==> src/rtl/dram_rfsh_pkg.sv <==
package dram_rfsh_pkg;

  typedef enum logic [2:0] {
    PH_IDLE    = 3'd0,
    PH_LEAD    = 3'd1,
    PH_STROBE  = 3'd2,
    PH_LOW     = 3'd3,
    PH_PRECHG  = 3'd4
  } rfsh_phase_e;

  // Number of clock cycles spent in one phase of a refresh cycle.
  function automatic int unsigned phase_len(rfsh_phase_e ph, int unsigned lead,
                                            int unsigned trail, int unsigned ras_low,
                                            int unsigned prechg);
    case (ph)
      PH_LEAD:   return lead;
      PH_STROBE: return trail;
      PH_LOW:    return ras_low - trail;
      PH_PRECHG: return prechg;
      default:   return 1;
    endcase
  endfunction

  // Saturating up/down step of a counter.
  function automatic int unsigned sat_step(int unsigned cur, logic inc, logic dec,
                                           int unsigned cap);
    int unsigned nxt;
    nxt = cur;
    if (inc && !dec && cur < cap) nxt = cur + 1;
    else if (dec && !inc && cur > 0) nxt = cur - 1;
    return nxt;
  endfunction

  // Increment with wrap inside a field of the given width.
  function automatic int unsigned wrap_inc(int unsigned v, int unsigned bits);
    return (v + 1) & ((1 << bits) - 1);
  endfunction

endpackage

==> src/rtl/rfsh_timer.sv <==
module rfsh_timer #(
  parameter int unsigned PAUSE_CYC    = 25000,
  parameter int unsigned INTERVAL_CYC = 3900
) (
  input  logic clk,
  input  logic rst_n,
  input  logic run_i,
  output logic pause_done_o,
  output logic tick_o
);
  localparam int unsigned PW = $clog2(PAUSE_CYC + 1);
  localparam int unsigned IW = $clog2(INTERVAL_CYC + 1);

  logic [PW-1:0] pause_q;
  logic [IW-1:0] ivl_q;

  assign pause_done_o = (pause_q == PW'(PAUSE_CYC));
  assign tick_o       = run_i && (ivl_q == IW'(INTERVAL_CYC - 1));

  always_ff @(posedge clk or negedge rst_n) begin
    if (!rst_n)             pause_q <= '0;
    else if (!pause_done_o) pause_q <= pause_q + 1'b1;
  end

  always_ff @(posedge clk or negedge rst_n) begin
    if (!rst_n)      ivl_q <= '0;
    else if (!run_i) ivl_q <= '0;
    else if (tick_o) ivl_q <= '0;
    else             ivl_q <= ivl_q + 1'b1;
  end
endmodule

==> src/rtl/rfsh_backlog.sv <==
module rfsh_backlog
  import dram_rfsh_pkg::*;
#(
  parameter int unsigned PEND_MAX    = 7,
  parameter int unsigned OVERDUE_LIM = 4,
  localparam int unsigned PEND_W     = $clog2(PEND_MAX + 1)
) (
  input  logic              clk,
  input  logic              rst_n,
  input  logic              tick_i,
  input  logic              served_i,
  output logic [PEND_W-1:0] pend_o,
  output logic              overdue_o
);
  localparam int unsigned AGE_W = $clog2(OVERDUE_LIM + 1);

  logic [PEND_W-1:0] pend_q;
  logic [AGE_W-1:0]  age_q, age_n;
  logic              ovd_q;
  logic              stale_tick;

  // A tick that finds an earlier request still waiting.
  assign stale_tick = tick_i && (pend_q != '0);

  always_comb begin
    age_n = age_q;
    if (served_i)
      age_n = '0;
    else if (stale_tick && int'(age_q) < int'(OVERDUE_LIM))
      age_n = age_q + 1'b1;
  end

  always_ff @(posedge clk or negedge rst_n) begin
    if (!rst_n) begin
      pend_q <= '0;
      age_q  <= '0;
      ovd_q  <= 1'b0;
    end else begin
      pend_q <= PEND_W'(sat_step(int'(pend_q), tick_i, served_i, PEND_MAX));
      age_q  <= age_n;
      ovd_q  <= ovd_q | (int'(age_n) >= int'(OVERDUE_LIM));
    end
  end

  assign pend_o    = pend_q;
  assign overdue_o = ovd_q;
endmodule

==> src/rtl/rfsh_cycle_gen.sv <==
module rfsh_cycle_gen
  import dram_rfsh_pkg::*;
#(
  parameter int unsigned USE_CBR     = 1,
  parameter int unsigned ROW_BITS    = 8,
  parameter int unsigned LEAD_CYC    = 3,
  parameter int unsigned TRAIL_CYC   = 3,
  parameter int unsigned RAS_LOW_CYC = 15,
  parameter int unsigned RAS_PRE_CYC = 10
) (
  input  logic                clk,
  input  logic                rst_n,
  input  logic                start_i,
  output logic                busy_o,
  output logic                done_o,
  output logic                ras_n_o,
  output logic                cas_n_o,
  output logic                addr_oe_o,
  output logic [ROW_BITS-1:0] row_o
);
  localparam int unsigned CNT_W = $clog2(LEAD_CYC + RAS_LOW_CYC + RAS_PRE_CYC + 1);

  rfsh_phase_e     phase_q, phase_n;
  logic [CNT_W-1:0] cnt_q;
  logic             phase_last;
  logic             lead_win;

  assign phase_last = (int'(cnt_q) + 1 ==
                       int'(phase_len(phase_q, LEAD_CYC, TRAIL_CYC, RAS_LOW_CYC, RAS_PRE_CYC)));

  always_comb begin
    phase_n = phase_q;
    case (phase_q)
      PH_IDLE:   if (start_i)    phase_n = PH_LEAD;
      PH_LEAD:   if (phase_last) phase_n = PH_STROBE;
      PH_STROBE: if (phase_last) phase_n = PH_LOW;
      PH_LOW:    if (phase_last) phase_n = PH_PRECHG;
      PH_PRECHG: if (phase_last) phase_n = PH_IDLE;
      default:                   phase_n = PH_IDLE;
    endcase
  end

  always_ff @(posedge clk or negedge rst_n) begin
    if (!rst_n) begin
      phase_q <= PH_IDLE;
      cnt_q   <= '0;
    end else begin
      phase_q <= phase_n;
      if (phase_q == PH_IDLE || phase_n != phase_q) cnt_q <= '0;
      else                                          cnt_q <= cnt_q + 1'b1;
    end
  end

  assign busy_o   = (phase_q != PH_IDLE);
  assign done_o   = (phase_q == PH_PRECHG) && phase_last;
  assign lead_win = (phase_q == PH_LEAD) || (phase_q == PH_STROBE);
  assign ras_n_o  = !((phase_q == PH_STROBE) || (phase_q == PH_LOW));

  generate
    if (USE_CBR != 0) begin : g_cbr
      assign cas_n_o   = !lead_win;
      assign addr_oe_o = 1'b0;
      assign row_o     = '0;
    end else begin : g_ror
      logic [ROW_BITS-1:0] row_q;
      always_ff @(posedge clk or negedge rst_n) begin
        if (!rst_n)      row_q <= '0;
        else if (done_o) row_q <= ROW_BITS'(wrap_inc(int'(row_q), ROW_BITS));
      end
      assign cas_n_o   = 1'b1;
      assign addr_oe_o = lead_win;
      assign row_o     = row_q;
    end
  endgenerate
endmodule

==> src/rtl/dram_rfsh_seq.sv <==
module dram_rfsh_seq
  import dram_rfsh_pkg::*;
#(
  parameter int unsigned USE_CBR      = 1,
  parameter int unsigned ROW_BITS     = 8,
  parameter int unsigned PAUSE_CYC    = 25000,
  parameter int unsigned INTERVAL_CYC = 3900,
  parameter int unsigned INIT_CYCLES  = 8,
  parameter int unsigned LEAD_CYC     = 3,
  parameter int unsigned TRAIL_CYC    = 3,
  parameter int unsigned RAS_LOW_CYC  = 15,
  parameter int unsigned RAS_PRE_CYC  = 10,
  parameter int unsigned PEND_MAX     = 7,
  parameter int unsigned OVERDUE_LIM  = 4
) (
  input  logic                clk,
  input  logic                rst_n,
  input  logic                grant_i,
  output logic                req_o,
  output logic                ras_n_o,
  output logic                cas_n_o,
  output logic                addr_oe_o,
  output logic [ROW_BITS-1:0] addr_o,
  output logic                ready_o,
  output logic                overdue_o
);
  localparam int unsigned INIT_W = $clog2(INIT_CYCLES + 1);
  localparam int unsigned PEND_W = $clog2(PEND_MAX + 1);

  logic                pause_done;
  logic                ivl_tick;
  logic                cyc_start, cyc_done, cyc_busy;
  logic                ras_int, cas_int, oe_int;
  logic [ROW_BITS-1:0] row_cnt;
  logic [PEND_W-1:0]   pend_cnt;
  logic [INIT_W-1:0]   init_left_q;
  logic                init_want;
  logic                served;

  rfsh_timer #(
    .PAUSE_CYC   (PAUSE_CYC),
    .INTERVAL_CYC(INTERVAL_CYC)
  ) u_timer (
    .clk         (clk),
    .rst_n       (rst_n),
    .run_i       (ready_o),
    .pause_done_o(pause_done),
    .tick_o      (ivl_tick)
  );

  rfsh_backlog #(
    .PEND_MAX   (PEND_MAX),
    .OVERDUE_LIM(OVERDUE_LIM)
  ) u_backlog (
    .clk      (clk),
    .rst_n    (rst_n),
    .tick_i   (ivl_tick),
    .served_i (served),
    .pend_o   (pend_cnt),
    .overdue_o(overdue_o)
  );

  rfsh_cycle_gen #(
    .USE_CBR    (USE_CBR),
    .ROW_BITS   (ROW_BITS),
    .LEAD_CYC   (LEAD_CYC),
    .TRAIL_CYC  (TRAIL_CYC),
    .RAS_LOW_CYC(RAS_LOW_CYC),
    .RAS_PRE_CYC(RAS_PRE_CYC)
  ) u_cycle (
    .clk      (clk),
    .rst_n    (rst_n),
    .start_i  (cyc_start),
    .busy_o   (cyc_busy),
    .done_o   (cyc_done),
    .ras_n_o  (ras_int),
    .cas_n_o  (cas_int),
    .addr_oe_o(oe_int),
    .row_o    (row_cnt)
  );

  // Start-up burst bookkeeping.
  always_ff @(posedge clk or negedge rst_n) begin
    if (!rst_n)                   init_left_q <= INIT_W'(INIT_CYCLES);
    else if (cyc_done && !ready_o) init_left_q <= init_left_q - 1'b1;
  end

  assign ready_o   = pause_done && (init_left_q == '0);
  assign init_want = pause_done && (init_left_q != '0);
  assign served    = cyc_done && ready_o;

  assign req_o     = cyc_busy || init_want || (pend_cnt != '0);
  assign cyc_start = !cyc_busy && req_o && grant_i;

  // Pins are driven only while the bus is granted.
  assign ras_n_o   = grant_i ? ras_int : 1'b1;
  assign cas_n_o   = grant_i ? cas_int : 1'b1;
  assign addr_oe_o = grant_i && oe_int;
  assign addr_o    = addr_oe_o ? row_cnt : '0;
endmodule

==> config.mk <==
export PLATFORM = sky130hd
export DESIGN_NAME = dram_rfsh_seq
export DESIGN_NICKNAME = d
export VERILOG_FILES = /design/src/rtl/dram_rfsh_pkg.sv /design/src/rtl/rfsh_timer.sv /design/src/rtl/rfsh_backlog.sv /design/src/rtl/rfsh_cycle_gen.sv /design/src/rtl/dram_rfsh_seq.sv
export SDC_FILE = /design/constraint.sdc
export NUM_CORES = 1
export LEC_CHECK = 0
export ABC_AREA = 1
export BUFFER_PORTS_ARGS = -buffer_cell sky130_fd_sc_hd__buf_2
export CAP_MARGIN = 30
export CORE_ASPECT_RATIO = 1.1
export CORE_MARGIN = 2
export CORE_UTILIZATION = 57
export CTS_BUF_LIST = sky130_fd_sc_hd__clkbuf_4
export DETAILED_ROUTE_END_ITERATION = 10
export PLACE_DENSITY = 0.79
export REMOVE_ABC_BUFFERS = 1
export SYNTH_ARGS = -nofsm -noshare
export SYNTH_HDL_FRONTEND = slang
export SYNTH_SLANG_ARGS = --single-unit
export TNS_END_PERCENT = 30
==> constraint.sdc <==
create_clock -name clk -period 2.1 [get_ports clk]
set_input_delay 0.315 -clock clk [delete_from_list [all_inputs] [get_ports clk]]
set_output_delay 0.315 -clock clk [all_outputs]
set_load 0.01 [all_outputs]
# --- After elaboration in Yosys (flattened, before gate mapping) ---
# Index checks and enable logic that the tools add are counted.
word_totals:
  reg_bits: 46
  in_bits: 3
  output_inout_bits: 14
  wordCells: 77
classes:
  n_addsub: 8
  order_cmp: 4
  n_eq_ne: 8
  muxes: 16
  bitwise: 1
  n_reduce_logical: 32
ops:
  columns: ["op", "n"]
  rows:
  - ["$eq A32 B5 Y1", 1]
  - ["$mux W3", 9]
  - ["$mux W12", 2]
  - ["$add A15 B1 Y15 const B", 1]
  - ["$eq A15 B15 Y1 const B", 1]
  - ["$pmux W3 S5", 1]
  - ["$logic_and A1 B1 Y1", 14]
  - ["$add A12 B1 Y12 const B", 1]
  - ["$eq A12 B12 Y1 const B", 1]
  - ["$pmux W4 S3", 1]
  - ["$add A3 B1 Y3 const B", 2]
  - ["$add A5 B1 Y6 const B", 1]
  - ["$eq A3 B2 Y1 const B", 2]
  - ["$logic_not A1 Y1", 6]
  - ["$lt A3 B3 Y1 const B", 2]
  - ["$reduce_bool A3 Y1", 2]
  - ["$add A5 B1 Y5 const B", 1]
  - ["$logic_or A1 B1 Y1", 5]
  - ["$mux W5", 1]
  - ["$logic_not A4 Y1", 1]
  - ["$reduce_bool A4 Y1", 1]
  - ["$sub A4 B1 Y4 const B", 1]
  - ["$eq A3 B1 Y1 const B", 1]
  - ["$eq A3 B3 Y1 const B", 1]
  - ["other kinds (9)", 10]

# --- Logic depth before layout (Yosys ltp) ---
logic_depth:
  word_depth: 11
  mapped_depth: 17
  ltp_nobuf: 17

# --- Cells and area by module ---
# Synthesis repeated with hierarchy kept, for this count alone.
unflattened:
  cells_unflattened: 404
  hier_area_um2: 2917.8
modules_own_cells:
  columns: ["mod", "n_inst", "cells_per_inst", "area_each_um2", "seq_area_each_um2"]
  rows:
  - ["rfsh_timer", 1, 201, 1519.0, 675.6]
  - ["rfsh_cycle_gen", 1, 89, 635.6, 200.2]
  - ["rfsh_backlog", 1, 52, 396.6, 175.2]
  - ["dram_rfsh_seq", 1, 62, 366.6, 101.3]

# --- Worst setup path before layout ---
# Ideal clock, no wire load.
synth_path:
  path_kind: "register -> register"
  start: "register u_timer.pause_q[0]"
  end: "register u_backlog.pend_q[2], in the netlist u_backlog.pend_o[2]"
  setup_ns: 0.113
  t_arrival_ns: 2.279
  t_required_ns: 1.987
  setup_slack_ns: -0.292
  stages_incl_launch_ff: 16
  n_path_buf: 0
  period_less_slack_ns: 2.392
  path_cell_list: "dfrtp_1 > inv_1 > ha_1 > nand4_2 > nor3_4 > nand2_2 > inv_1 > nand2_1 > nor2_1 > nand2_1 > fa_1 > or2_1 > nand2_1 > nand2_1 > nand2_1 > inv_1"
synth_via:
  elab_chain_len: 7
  elab_cells_between_ends: 12
  cone_classes: "eq/ne (1); mux (1); reduce/logical (10)"
synth_rtl:
  columns: ["item", "line_no", "rtl"]
  rows:
  - ["start: declaration", "rfsh_timer.sv:14", "logic [PW-1:0] pause_q;"]
  - ["start signal: assignment", "rfsh_timer.sv:22", "else if (!pause_done_o) pause_q <= pause_q + 1'b1;"]
  - ["$eq A15 B15 Y1 *", "rfsh_timer.sv:17", "assign pause_done_o = (pause_q == PW'(PAUSE_CYC));"]
  - ["$logic_and A1 B1 Y1 *", "dram_rfsh_seq.sv:88", "assign ready_o = pause_done && (init_left_q == '0);"]
  - ["via ready_o", "dram_rfsh_seq.sv:24", "output logic ready_o,"]
  - ["$logic_and A1 B1 Y1 (on tied branches)", "dram_rfsh_seq.sv:90, rfsh_timer.sv:18", null]
  - ["$logic_not A1 Y1 (on tied branches)", "dram_rfsh_pkg.sv:29, dram_rfsh_pkg.sv:30", null]
  - ["$logic_and A1 B1 Y1 (on tied branches) (2 in a row)", "dram_rfsh_pkg.sv:29, dram_rfsh_pkg.sv:30", null]
  - ["$mux W3 or $reduce_bool A2 Y1 (tied branches)", null, null]
  - ["end signal: assignment", "rfsh_backlog.sv:39", "pend_q <= PEND_W'(sat_step(int'(pend_q), tick_i, served_i, PEND_MAX));"]
  - ["end: declaration", "rfsh_backlog.sv:17", "logic [PEND_W-1:0] pend_q;"]
# Mark *: on every way through the listed nets, which the timed path passes. The rest lies on a longest branch.
# A chain may end at the register's enable or synchronous reset.

# --- Worst setup path after layout ---
layout_path:
  start: "register u_timer.pause_q[1]"
  end: "register u_backlog.pend_q[2], in the netlist u_backlog.pend_o[2]"
layout_via:
  elab_chain_len: 7
  elab_cells_between_ends: 12
  cone_classes: "eq/ne (1); mux (1); reduce/logical (10)"
layout_rtl:
  columns: ["item", "line_no"]
  rows:
  - ["$eq A15 B15 Y1 *", "rfsh_timer.sv:17"]
  - ["$logic_and A1 B1 Y1 *", "dram_rfsh_seq.sv:88"]
  - ["$logic_and A1 B1 Y1 (on tied branches)", "dram_rfsh_seq.sv:90, rfsh_timer.sv:18"]
  - ["$logic_not A1 Y1 (on tied branches)", "dram_rfsh_pkg.sv:29, dram_rfsh_pkg.sv:30"]
  - ["$logic_and A1 B1 Y1 (on tied branches) (2 in a row)", "dram_rfsh_pkg.sv:29, dram_rfsh_pkg.sv:30"]
  - ["$mux W3 or $reduce_bool A2 Y1 (tied branches)", null]
# Mark *: on every way between the ends. The rest lies on a longest branch, timed or not.

==> results summary <==
The run finished, with violations left. The final reports fail on setup timing. Power spread over the standard cell area amounts to between 400 and 500 mW/mm². The post-CTS clock slew at the launch and capture registers of the worst setup and hold paths is 0.13 ns. The cell with the largest stage delay on the worst path is sky130_fd_sc_hd__dfrtp_1. The number of clock buffers inserted by TritonCTS is 5. The signal on the critical path passes through inv_2 > ha_4 > nand4_4 > nor3_4 > nand2_2 > inv_2 > nand2_2 > nor2_4 > nand2_2 > fa_2 > or2_1 > nand2_1 > nand2_1 > nand2_1 > inv_1. The worst hold path belongs to the class input port to async pin. The cell leakage power came out at around 1.6 nW.

The top cell type's share of synthesized area came out at between 40 and 50%. The worst setup path is captured at a register. The fraction of the cycle the final worst path needs is 105%.

The number of hold-slack violations in the final timing report is 0. The number of distinct library cell variants in the gate-level netlist after synthesis is 32. The first global-routing pass estimated about 9.2 mm of wire. The initialized floorplan defines 25 standard-cell rows. The worst setup path is launched from a register. Across all hold checks on the routed design, the worst slack comes to between 0.003 and 0.004 ns. The smallest setup slack after layout is -0.113 ns. The via count of the first global-routing pass is 2105. In the routed design, unresolved DRC markers number 0. The count of hold-fix buffers inserted at cts came out at 0. The die covers 0.00514 mm². Summing all flip-flop and latch instances after layout gives 0.00115 mm². sky130_fd_sc_hd__dfrtp_1 takes more of the synthesized area than any other cell. Yosys printed 0 warnings. The most used flip-flop cell after synthesis is sky130_fd_sc_hd__dfrtp_1. The final setup violation count is 3. The initial core utilization is between 60% and 70%. The sink count of the clock tree came out at 46. The TritonCTS clock tree is yes. The library cell used most frequently in the layout, excluding fill and tap cells, is sky130_fd_sc_hd__nand2_1. The largest stage delay on the critical path is 0.42 ns. Entering global routing, the biggest net connects 35 pins. The antenna violation net count after detailed routing is 0.

The initial antenna violation count is 0. The last weighted congestion value of the routability-driven placer came out at about 0.83. The total congestion overflow after global routing is 0. The total design power is ~1.3 mW.

The clock period minus worst slack is 2.21 ns. The global routing usage summed across all routing layers is 24.2%. Setup repair after global routing could not meet its margin everywhere.

The starting DRC count in detailed routing is 162. The routed wirelength normalized by instance count is 12.2 µm. STA puts the critical path data arrival time at ~2.5 ns. Of the cells placed in the final design, the portion with a size suffix greater than 1 is 28.4%. The largest driver fanout on the critical path came out at 3.

The area growth from synthesis to layout is 24.8%. The iteration count of the initial detailed-routing pass came out at 4. The critical path is of the register to register type.

The clock tree buffer depth came out at 2. The library cells used most frequently in the layout, excluding fill and tap cells, are sky130_fd_sc_hd__nand2_1 (60), sky130_fd_sc_hd__buf_4 (55), sky130_fd_sc_hd__inv_1 (44), sky130_fd_sc_hd__dfrtp_1 (44), sky130_fd_sc_hd__nor2_1 (33). Headroom to the max-slew limit came out at about half.

The number of input and output port buffers inserted is 7. In this run, synthesis inferred 0 flip-flops with an integrated enable. The filler cells instantiated in the layout total a little under 300.

After legalization and detailed placement, the total HPWL measured approximately 3.7 mm. The sequential fraction of the synthesis area came out at 44.1%. The clock tree root driver cell is sky130_fd_sc_hd__clkbuf_4. 0 antenna diodes ended up in the layout. After synthesis the netlist holds a flip-flop and latch count of 46.

The fmax came out at 452 MHz. For the worst setup path, the data required time is between 2 and 2.5 ns. After detailed routing, the number of vias per cell comes to about 5.0.

For this design the top-level I/O count stands at 17. After synthesis, the share of flip-flops with an asynchronous set or reset is between 90% and 100%. The max capacitance violation total is 0. The H-tree depth reported by CTS is 2. The horizontal extent of the die came out at just under 70 µm. In this run the mean area of a mapped cell was ~8.0 µm².

By area the synthesized netlist is led by sky130_fd_sc_hd__dfrtp_1 (43%), sky130_fd_sc_hd__nand2_1 (9.3%), sky130_fd_sc_hd__inv_1 (7.2%). The core area came out at about 0.0043 mm². The source-to-sink clock delay at the later pin of the worst-skew pair is 0.36 ns. The mapped netlist covers 0.00261 mm².

Synthesis produced a netlist whose cell count is around 330. At the pin with the least slew margin, the transition time is 0.759 ns. The vertical die dimension is about 75 µm.

The final layout contains a little over 400 nets. The number of vias after detailed routing is roughly 2300. The clock tree skew after final layout came out at 0.0145 ns.

After detailed routing, the total wire length is 5.46 mm. The area taken by multi-input logic gates is between 0.001 and 0.0015 mm². The max-slew violation count came to 0. The highest ir drop seen on vdd came out at 310 µV.
[layout make-up]
class,count,area share [%]
Clock inverter,1,0.115
Tap cell,54,2.07
Multi-Input combinational cell,225,40.8
Timing Repair Buffer,62,13.7
Clock buffer,7,1.61
Sequential cell,46,35.4
Inverter,54,6.30
[per-stage QoR]
step                      cells  setup slack (ns)  TNS [ns]  cell area (µm²)  utilization (%)
after floorplan             325            -0.292    -0.365             2570                -
after global placement      428            -0.159    -0.159             2990             68.8
after detailed placement    428            -0.250    -0.278             2990             68.8
after CTS                   447            -0.102    -0.176             3190             73.3
after global routing        449            -0.295     -1.31             3260             75.0
final                       449            -0.113    -0.288             3260             75.0
[power breakdown]
part	internal [mW]	switching, mW	total (mW)
Sequential	0.886	0	0.886
Combinational	0.00375	0.0252	0.0289
Clock	0.155	0.275	0.430
[Yosys cell counts, drive strengths merged, types with 2 or more instances]
library cell,count
nand2,68
xor2,17
nor4,7
xnor2,2
buf,9
nand4,9
o21ai,8
nand3,30
ha,7
nor3b,2
nor2,41
inv,54
a21oi,7
nor3,10
or2,2
dfrtp,45
[path summary, 6_finish.rpt]
kind / start / to / slack [ns] / cells past startpoint
worst max-delay path: u_timer.pause_q[1] / u_backlog.pend_o[2] / -0.11 / 15
worst max register to register: u_timer.pause_q[1] / u_backlog.pend_o[2] / -0.11 / 15
worst min-delay path: rst_n / u_timer.ivl_q[0] / 0.004 / 1
max in group asynchronous: rst_n / u_timer.ivl_q[10] / 1.48 / 2
worst min register to register: u_backlog.overdue_o / u_backlog.overdue_o / 0.47 / 2
min in group clk: grant_i / u_cycle.phase_q[0] / 0.35 / 5
[cell families (layout without fill, tap and decap cells)]
kind of cell / after synthesis / count (layout) / synth area share, %
and+or+nand+nor: 171 / 171 / 31.2
other: 1 / 9 / 0.144
DFF: 46 / 46 / 44.1
xor gates and xnor gates: 19 / 19 / 6.37
buffers and inverters: 63 / 124 / 10.3
adders and majority gates: 8 / 8 / 4.12
AOI/OAI and AO/OA: 18 / 18 / 3.69
[routing by layer]
| metal | global-route usage [%] | wire length (µm) | vias up |
|---|---|---|---|
| met5 | 0 | 0 | - |
| met3 | 4.78 | 160 | 7 |
| li1 | - | - | 1154 |
| met2 | 40.8 | 2850 | 36 |
| met4 | 7.56 | 67 | 0 |
| met1 | 31.2 | 2380 | 1066 |
[flip-flops by register name (all words and copies together), names as in the netlist]
| register | flops |
|---|---|
| u_timer.pause_q | 15 |
| u_backlog.pend_o | 3 |
| u_cycle.cnt_q | 5 |
| init_left_q | 4 |
| u_backlog.overdue_o | 1 |
| u_backlog.age_q | 3 |
| u_timer.ivl_q | 12 |
| u_cycle.phase_q | 3 |
[repair_timing]
action                                  CTS  global route
endpoints found under the hold margin     0             0
setup buffers                            11             4
gates resized for setup                  14            21
pin swaps                                 7            12
endpoints found under the setup margin    4            13
[worst max-delay path: cells and delay by family, from the launching register on]
kind / cells / cell delay [ns]
adder cells (fa/ha/maj): 2 / 0.47
AND/OR/NAND/NOR: 10 / 1.04
buffers and inverters: 3 / 0.19
flip-flops: 1 / 0.42
(Power assumes the default switching activity.)
